## src/rtl/rfwa_pkg.sv

```systemverilog
package rfwa_pkg;

   // User-side width selector encoding
   typedef enum logic [1:0] {
      W_1L = 2'b00,
      W_2L = 2'b01,
      W_4L = 2'b10,
      W_8L = 2'b11
   } rx_width_e;

   localparam int INT_LANES = 4;
   localparam int USR_LANES = 2 * INT_LANES;

endpackage

```

## src/rtl/rfwa_mode_track.sv

```systemverilog
module rfwa_mode_track
   import rfwa_pkg::*;
(
   input  logic      clk,
   input  logic      rst,
   input  logic [1:0] width_sel,
   output rx_width_e width_q,
   output logic      flush
);

   // A differing selector marks a settling cycle for every datapath
   assign flush = (width_sel != width_q);

   always_ff @(posedge clk) begin
      if (rst) begin
         width_q <= rx_width_e'(width_sel);
      end else if (flush) begin
         width_q <= rx_width_e'(width_sel);
      end
   end

endmodule

```

## src/rtl/rfwa_spread.sv

```systemverilog
module rfwa_spread
   import rfwa_pkg::*;
#(
   parameter int LANE_W = 8
) (
   input  logic                        clk,
   input  logic                        rst,
   input  logic                        flush,
   input  logic                        en,
   input  logic                        half,
   input  logic                        in_valid,
   input  logic [INT_LANES*LANE_W-1:0] in_data,
   input  logic [INT_LANES-1:0]        in_ctl,
   output logic                        out_valid,
   output logic [INT_LANES*LANE_W-1:0] out_data,
   output logic [INT_LANES-1:0]        out_ctl
);

   localparam int INT_W = INT_LANES * LANE_W;

   logic [INT_W-1:0]     hold_d;
   logic [INT_LANES-1:0] hold_c;
   logic [1:0]           left;
   logic [1:0]           idx;

   logic                 take_new;
   logic                 cont;
   logic [INT_W-1:0]     src_d;
   logic [INT_LANES-1:0] src_c;
   logic [1:0]           idx_use;
   logic [2:0]           shift_lanes;
   logic [INT_W-1:0]     shifted_d;
   logic [INT_LANES-1:0] shifted_c;
   logic [INT_W-1:0]     slice_d;
   logic [INT_LANES-1:0] slice_c;
   logic [1:0]           last_idx;

   always_comb begin
      take_new    = en && in_valid;
      cont        = en && (left != 2'd0);
      src_d       = take_new ? in_data : hold_d;
      src_c       = take_new ? in_ctl  : hold_c;
      idx_use     = take_new ? 2'd0    : idx;
      shift_lanes = half ? {idx_use, 1'b0} : {1'b0, idx_use};
      shifted_d   = src_d >> (int'(shift_lanes) * LANE_W);
      shifted_c   = src_c >> shift_lanes;
      last_idx    = half ? 2'd1 : 2'd3;
   end

   // Keep lane 0 always, lane 1 only in two-lane mode, zero the rest
   for (genvar g = 0; g < INT_LANES; g++) begin : g_lane
      if (g == 0) begin : g_first
         assign slice_d[g*LANE_W +: LANE_W] = shifted_d[g*LANE_W +: LANE_W];
         assign slice_c[g]                  = shifted_c[g];
      end else if (g == 1) begin : g_second
         assign slice_d[g*LANE_W +: LANE_W] = half ? shifted_d[g*LANE_W +: LANE_W] : '0;
         assign slice_c[g]                  = half & shifted_c[g];
      end else begin : g_zero
         assign slice_d[g*LANE_W +: LANE_W] = '0;
         assign slice_c[g]                  = 1'b0;
      end
   end

   always_ff @(posedge clk) begin
      if (rst || flush) begin
         hold_d    <= '0;
         hold_c    <= '0;
         left      <= 2'd0;
         idx       <= 2'd0;
         out_valid <= 1'b0;
         out_data  <= '0;
         out_ctl   <= '0;
      end else if (take_new) begin
         hold_d    <= in_data;
         hold_c    <= in_ctl;
         left      <= last_idx;
         idx       <= 2'd1;
         out_valid <= 1'b1;
         out_data  <= slice_d;
         out_ctl   <= slice_c;
      end else if (cont) begin
         left      <= left - 2'd1;
         idx       <= idx + 2'd1;
         out_valid <= 1'b1;
         out_data  <= slice_d;
         out_ctl   <= slice_c;
      end else begin
         out_valid <= 1'b0;
      end
   end

endmodule

```

## src/rtl/rfwa_pair.sv

```systemverilog
module rfwa_pair
   import rfwa_pkg::*;
#(
   parameter int LANE_W = 8
) (
   input  logic                        clk,
   input  logic                        rst,
   input  logic                        flush,
   input  logic                        en,
   input  logic                        in_valid,
   input  logic [INT_LANES*LANE_W-1:0] in_data,
   input  logic [INT_LANES-1:0]        in_ctl,
   output logic                        out_valid,
   output logic [USR_LANES*LANE_W-1:0] out_data,
   output logic [USR_LANES-1:0]        out_ctl
);

   localparam int INT_W = INT_LANES * LANE_W;

   logic                 phase;
   logic [INT_W-1:0]     lo_d;
   logic [INT_LANES-1:0] lo_c;

   always_ff @(posedge clk) begin
      if (rst || flush) begin
         phase     <= 1'b0;
         lo_d      <= '0;
         lo_c      <= '0;
         out_valid <= 1'b0;
         out_data  <= '0;
         out_ctl   <= '0;
      end else if (en && in_valid && !phase) begin
         phase     <= 1'b1;
         lo_d      <= in_data;
         lo_c      <= in_ctl;
         out_valid <= 1'b0;
      end else if (en && in_valid) begin
         phase     <= 1'b0;
         out_valid <= 1'b1;
         out_data  <= {in_data, lo_d};
         out_ctl   <= {in_ctl, lo_c};
      end else begin
         out_valid <= 1'b0;
      end
   end

endmodule

```

## src/rtl/rx_fabric_width_adapter.sv

```systemverilog
module rx_fabric_width_adapter
   import rfwa_pkg::*;
#(
   parameter int LANE_W = 8
) (
   input  logic                        clk,
   input  logic                        rst,
   input  logic [1:0]                  width_sel,
   input  logic                        int_valid,
   input  logic [INT_LANES*LANE_W-1:0] int_data,
   input  logic [INT_LANES-1:0]        int_ctl,
   output logic                        usr_valid,
   output logic [USR_LANES*LANE_W-1:0] usr_data,
   output logic [USR_LANES-1:0]        usr_ctl
);

   localparam int INT_W = INT_LANES * LANE_W;
   localparam int USR_W = USR_LANES * LANE_W;

   if (LANE_W < 1 || LANE_W > 16) begin : g_bad_lane
      $error("rx_fabric_width_adapter: LANE_W must be within 1..16");
   end

   rx_width_e width_q;
   logic      flush;

   rfwa_mode_track u_mode (
      .clk       (clk),
      .rst       (rst),
      .width_sel (width_sel),
      .width_q   (width_q),
      .flush     (flush)
   );

   logic                 sp_en;
   logic                 sp_half;
   logic                 sp_valid;
   logic [INT_W-1:0]     sp_data;
   logic [INT_LANES-1:0] sp_ctl;

   assign sp_en   = (width_q == W_1L) || (width_q == W_2L);
   assign sp_half = (width_q == W_2L);

   rfwa_spread #(.LANE_W(LANE_W)) u_spread (
      .clk       (clk),
      .rst       (rst),
      .flush     (flush),
      .en        (sp_en),
      .half      (sp_half),
      .in_valid  (int_valid),
      .in_data   (int_data),
      .in_ctl    (int_ctl),
      .out_valid (sp_valid),
      .out_data  (sp_data),
      .out_ctl   (sp_ctl)
   );

   logic                 pr_valid;
   logic [USR_W-1:0]     pr_data;
   logic [USR_LANES-1:0] pr_ctl;

   rfwa_pair #(.LANE_W(LANE_W)) u_pair (
      .clk       (clk),
      .rst       (rst),
      .flush     (flush),
      .en        (width_q == W_8L),
      .in_valid  (int_valid),
      .in_data   (int_data),
      .in_ctl    (int_ctl),
      .out_valid (pr_valid),
      .out_data  (pr_data),
      .out_ctl   (pr_ctl)
   );

   // Four-lane mode: one register stage of straight passthrough
   logic                 ps_valid;
   logic [INT_W-1:0]     ps_data;
   logic [INT_LANES-1:0] ps_ctl;

   always_ff @(posedge clk) begin
      if (rst || flush) begin
         ps_valid <= 1'b0;
         ps_data  <= '0;
         ps_ctl   <= '0;
      end else if (width_q == W_4L && int_valid) begin
         ps_valid <= 1'b1;
         ps_data  <= int_data;
         ps_ctl   <= int_ctl;
      end else begin
         ps_valid <= 1'b0;
      end
   end

   always_comb begin
      unique case (width_q)
         W_1L, W_2L: begin
            usr_valid = sp_valid;
            usr_data  = {{INT_W{1'b0}}, sp_data};
            usr_ctl   = {{INT_LANES{1'b0}}, sp_ctl};
         end
         W_4L: begin
            usr_valid = ps_valid;
            usr_data  = {{INT_W{1'b0}}, ps_data};
            usr_ctl   = {{INT_LANES{1'b0}}, ps_ctl};
         end
         default: begin
            usr_valid = pr_valid;
            usr_data  = pr_data;
            usr_ctl   = pr_ctl;
         end
      endcase
   end

endmodule

```

## config.mk

```make
export PLATFORM = sky130hd
export DESIGN_NAME = rx_fabric_width_adapter
export DESIGN_NICKNAME = d
export VERILOG_FILES = /design/src/rtl/rfwa_pkg.sv /design/src/rtl/rfwa_mode_track.sv /design/src/rtl/rfwa_spread.sv /design/src/rtl/rfwa_pair.sv /design/src/rtl/rx_fabric_width_adapter.sv
export SDC_FILE = /design/constraint.sdc
export NUM_CORES = 1
export LEC_CHECK = 0
export ABC_AREA = 1
export CORE_UTILIZATION = 35
export DETAILED_ROUTE_END_ITERATION = 7
export DONT_BUFFER_PORTS = 1
export PLACE_DENSITY = 0.62
export RECOVER_POWER = 50
export REMOVE_ABC_BUFFERS = 1
export SYNTH_ARGS = -nofsm -noshare
export SYNTH_HDL_FRONTEND = slang
export SYNTH_SLANG_ARGS = --single-unit
```

## constraint.sdc

```tcl
create_clock -name clk -period 1.5 [get_ports clk]
set_input_delay 0.075 -clock clk [delete_from_list [all_inputs] [get_ports clk]]
set_output_delay 0.075 -clock clk [all_outputs]
set_load 0.03 [all_outputs]
```

# --- Yosys cells after proc, flatten, opt, wreduce, memory -nomap -nowiden ---
# Index checks and enable logic that the tools add are counted.
word_totals:
  wordCells: 70
  register_bits: 208
  input_bits: 41
op_classes:
  n_mux: 25
  bitwise: 2
  reduce_logical: 17
  eq_ne: 4
  n_shift: 2
  n_addsub: 2
op_table:
  columns: ["operator", "count"]
  rows:
  - ["$pmux 64 s2", 1]
  - ["$mux 16", 2]
  - ["$mux 32", 1]
  - ["$shr 32x6->16", 1]
  - ["$mux 2", 8]
  - ["$pmux 8 s2", 1]
  - ["$mux 1", 8]
  - ["$mux 8", 1]
  - ["$reduce_bool 2->1", 4]
  - ["$reduce_or 2->1", 3]
  - ["$logic_and 1x1->1", 5]
  - ["$eq 2x2->1 const B", 2]
  - ["$mux 4", 1]
  - ["$shr 4x3->2", 1]
  - ["$mux 3", 1]
  - ["$add 2x1->2 const B", 1]
  - ["$eq 2x1->1 const B", 1]
  - ["$logic_not 2->1", 1]
  - ["$logic_or 1x1->1", 2]
  - ["$ne 2x2->1", 1]
  - ["$pmux 1 s2", 1]
  - ["$reduce_and 2->1", 1]
  - ["$sub 2x1->2 const B", 1]
  - ["$and 1x1->1", 1]
  - ["other kinds (2)", 2]

# --- Depth between registers and ports, before layout ---
depth:
  depth_word: 9
  depth_mapped: 11
  mapped_depth_nobuf: 9

# --- Hierarchy ---
# A second synthesis with hierarchy kept.
unflattened:
  cells_unflattened: 1477
  area_unflattened_um2: 9718.1
by_module_without_submodules:
  columns: ["mod", "n_inst", "area_each_um2", "cells_each"]
  rows:
  - ["rfwa_pair", 1, 4149.0, 558]
  - ["rfwa_spread", 1, 2999.1, 438]
  - ["rx_fabric_width_adapter", 1, 2469.9, 470]
  - ["rfwa_mode_track", 1, 100.1, 11]

# --- Worst setup path before layout ---
# Ideal clock, no wire load.
synth_path:
  kind: "flip-flop to output port"
  startpoint: "register u_mode.width_q[1]"
  endpoint: "output port usr_ctl[0]"
  stages_incl_launch_ff: 8
  slack_ps: -83
  path_buffers: 4
  required_time_ps: 1425
  t_arrival_ps: 1508
  cell_sequence: "edfxtp_1 -> buf_6 -> inv_4 -> buf_2 -> buf_2 -> buf_2 -> nand2_1 -> o211ai_1"
synth_via:
  elab_chain_cells: 3
  word_cells_on_any_way: 5
  classes_between: "eq/ne (2); mux (1); reduce/logical (2)"
synth_lines:
  columns: ["element", "line", "source"]
  rows:
  - ["start, declared", "rfwa_mode_track.sv:7", "output rx_width_e width_q,"]
  - ["start signal, assigned", "rfwa_mode_track.sv:16", "width_q <= rx_width_e'(width_sel);"]
  - ["start signal, assigned", "rfwa_mode_track.sv:18", "width_q <= rx_width_e'(width_sel);"]
  - ["$eq 2x1->1 / $logic_not 2->1 (equally long branches)", "rx_fabric_width_adapter.sv:95", "unique case (width_q)"]
  - ["$reduce_or 2->1", "rx_fabric_width_adapter.sv:95", null]
  - ["$pmux 8 s2 *", "rx_fabric_width_adapter.sv:95", null]
  - ["end, declared", "rx_fabric_width_adapter.sv:14", "output logic [USR_LANES-1:0] usr_ctl"]
# Mark *: on every way between the ends. The rest lies on a longest branch, timed or not.

# --- Worst setup path after layout ---
layout_path:
  startpoint: "register u_mode.width_q[1]"
  endpoint: "output port usr_data[12]"
layout_via:
  elab_chain_cells: 3
  word_cells_on_any_way: 5
  classes_between: "eq/ne (2); mux (1); reduce/logical (2)"
layout_lines:
  columns: ["element", "line", "source"]
  rows:
  - ["$eq 2x1->1 / $logic_not 2->1 (equally long branches)", "rx_fabric_width_adapter.sv:95", null]
  - ["$reduce_or 2->1", "rx_fabric_width_adapter.sv:95", null]
  - ["$pmux 64 s2 *", "rx_fabric_width_adapter.sv:95", null]
  - ["end, declared", "rx_fabric_width_adapter.sv:13", "output logic [USR_LANES*LANE_W-1:0] usr_data,"]
# Marks and branches as above.

==> impl_metrics.yaml <==
synthesis:
  seq_area_frac_synth_pct: 45.8
  seq_cells_post_synth: 208
  compound_gate_portion_of_the_synthesized_area_pct: 18.0
  edff_count_synth: 2
  ys_async_sr_fraction_pct: 0
  synth_top_family_by_area: "simple AND/OR/NAND/NOR gates"
  netlist_top_cells_count: "nand2_1, inv_1, dfxtp_1"
  synth_ff_type: "dfxtp_1"
  post_synth_xor_area_fraction_pct: 0.192
  synthesis.area_per_instance_um2: 6.93
  synth.area.mux_share_pct: 0
  yosys.area_share.adder_pct: 0.137
  post_synth_and_or_nand_nor_area_fraction_pct: 21.7
  yosys-top-cells-area: "dfxtp_1, nand2_1, inv_1, a21oi_1, o21ai_1"
  synth_warnings: 0
  yosys.area.top_type: "dfxtp_1"
  synth.most_common_cell: "nand2_1"
  number_of_library_cell_types_mapped_by_synthesis: 31
  synthDominantCellAreaShare_pct: 45.2
  mappedNetlistArea_um2: 9130
  synthCells: 1318
timing:
  finalHoldViolations: 0
  clock-skew-final_ns: 0.00994
  hold_ws_ns: 0.0816
  report.final.setup_viol: 281
  period_utilisation_layout_pct: 141
  timing.fmax_mhz: 473
  timing.max_slew.rel_slack_pct: 72.8
  unrepaired_setup_endpoints_after_global_routing: "yes"
  tightest_slew_ns: 0.406
  setup_tns_ns: -114.45
  finalWorstSetupSlack_ns: -0.614
  report.final.slew_viol_count: 0
  finalWorstPathRequiredPeriod_ns: 2.11
clock_tree:
  cts.path.max_buffers: 3
  h-tree-depth: 1
  worst_skew_pair.late_latency_ns: 0.54
  cts_tree: "done"
  root_buffer: "clkbuf_16"
  cts.clk_slew.worst_paths_ns: 0.06
  cts_inserted_buffers: 24
  cts_num_sinks: 208
power:
  power.total_w: 0.0148
  p_leak_nw: 7.09
  peakVddDrop_mv: 0.751
  power_density_nw_per_um2: 890
detailed_routing:
  routed-via-count: 10570
  antenna_violating_nets_post_route: 0
  detail_route.vias_per_cell: 5.49
  drt_iter0_drc: 966
  routed_wl_um: 41700
  detail_route.drc_violations: 0
  drtPass1Iterations: 7
  routed_wire_per_std_cell_um: 21.6
critical_path:
  crit_type: "reg -> out"
  critical_path.n_buffers_inverters: 4
  path_max_fanout: 5
  worst_path_max_delay_cell: "edfxtp_1"
  critical-path-top-cell-by-count: "buf_12"
  cp-end-kind: "output port"
  worstPathArrival_ns: 2.04
  critical_path.top_delay_family: "buffers and inverters"
  crit_path_max_incr_delay_ns: 0.46
  cp_cell_sequence: "buf_6 > nand2_8 > buf_12 > buf_12 > o211ai_1 > clkbuf_16"
  start_kind: "flop"
  ff2ff_setup_slack_ns: -0.59
  worst_ep_required_time_ns: 1.42
global_route:
  overflow: 0
  first_pass_grt_wire_length_um: 47700
  grt_pass1_vias: 8558
  grt_start_max_net_pins: 38
  antenna_found_initial: 0
  grt.total_usage_pct: 22.8
final_layout:
  post_layout_nonfiller_instances: 1927
  fin_nets: 1622
  final_layout_size_suffix_gt1_share_pct: 46.5
  syn2layout_area_growth_pct: 82.3
  post-route-util_pct: 65.5
  num_antenna_cells: 0
placement:
  dp_hpwl_um: 16000
  dp_cells: 1707
  gp_congestion: 0.819
  place.port_buffers: 0
hold_path:
  worstHoldPathType: "in -> reg"
floorplanning:
  coreArea_um2: 25400
  std_cell_rows: 58
  floorplan.die_area_um2: 26700
  chipHeight_um: 163
  start_util_pct: 35.9
  boundaryPins: 114
  die_width_um: 163
outcome:
  violations: "setup timing"
  status: "finished with violations"
flow_run:
  cap_viol_max_count: 0
==> registers in the layout (all words and copies together), names as in the netlist <==
name,flops
u_pair.phase,1
ps_data,32
u_spread.out_ctl,2
u_pair.lo_c,4
u_pair.out_valid,1
u_spread.idx,2
ps_ctl,4
u_spread.left,2
u_mode.width_q,2
u_pair.out_ctl,8
u_pair.lo_d,32
u_spread.hold_c,4
u_pair.out_data,64
u_spread.out_valid,1
u_spread.out_data,16
u_spread.hold_d,32
ps_valid,1
==> worst register-to-register path: cells and delay by family, from the launching register on <==
family / cells / cell delay (ns)
buffers and inverters: 9 / 1.01
flip-flops: 1 / 0.46
AND/OR/NAND/NOR: 3 / 0.27
AO/OA/AOI/OAI: 2 / 0.27
==> cells in the final DEF (no fill, tap or decap), types with 2 or more instances in the layout <==
cell / instances
inv_1: 206
dfxtp_1: 206
nand2_1: 170
a21oi_2: 114
buf_6: 90
o21ai_1: 84
buf_4: 69
nor2_4: 63
nand2_2: 61
nand3_1: 61
clkbuf_16: 55
o21ai_2: 50
buf_12: 47
dlygate4sd3_1: 39
nand3_2: 35
nor2_1: 30
buf_16: 30
a21oi_1: 29
nand2_4: 25
nor2_2: 23
o211ai_1: 18
a21oi_4: 17
buf_8: 15
inv_2: 10
inv_4: 8
clkbuf_8: 6
nand2_8: 5
o21ai_4: 5
clkbuf_1: 5
clkinv_2: 3
clkinvlp_4: 3
bufinv_16: 2
edfxtp_1: 2
==> worst paths after layout <==
| path | from | cells after the start | to |
|---|---|---|---|
| max | u_mode.width_q[1] | 6 | usr_data[12] |
| min | width_sel[1] | 5 | ps_valid |
| max reg2reg | u_mode.width_q[1] | 14 | u_pair.out_data[6] |
| min reg2reg | u_pair.lo_c[1] | 2 | u_pair.out_ctl[1] |
==> per-layer routing <==
| layer | global-route usage, % | share of wire, % |
|---|---|---|
| met4 | 8.38 | 5.7 |
| met3 | 3.38 | 9.2 |
| met2 | 37.2 | 47 |
| met5 | 0 | 0 |
| met1 | 30.4 | 38 |
==> metrics by stage <==
stage / worst slack (ns) / area (um2)
finish: -0.614 / 16600
global route: -0.663 / 16600
CTS: -0.595 / 13800
detailed placement: -0.184 / 10600
global placement: -0.163 / 10600
floorplan: -3.39 / 8680
==> cell type report <==
cell class | instances | area, um2
inverter | 225 | 881
clock inverter | 7 | 90.1
clock buffer | 36 | 727
tap | 330 | 413
fill | 1729 | 8760
multi-input combinational | 799 | 5640
timing repair inverter | 1 | 7.51
sequential | 208 | 4180
timing repair buffer | 321 | 4700
==> report_power, final <==
group / switching [W] / total (W) / internal [W]
logic: 0.00162 / 0.00299 / 0.00137
registers: 0.0000490 / 0.00565 / 0.00561
clock network: 0.00249 / 0.00617 / 0.00368
==> what timing repair did <==
| item | in CTS | in global routing |
|---|---|---|
| gates resized for setup | 242 | 515 |
| pin swaps | 22 | 147 |
| hold endpoints to repair | 163 | 0 |
| cloned | 26 | 37 |
| hold buffers | 41 | 0 |
| setup endpoints to repair | 273 | 281 |
| buffers inserted | 39 | 42 |
==> logic make-up after synthesis <==
family / after synthesis
flip-flops: 208
AND/OR/NAND/NOR: 477
XOR/XNOR: 2
adder cells (fa/ha/maj): 1
buffers and inverters: 312
AO/OA/AOI/OAI: 318
(Power assumes the default switching activity.)
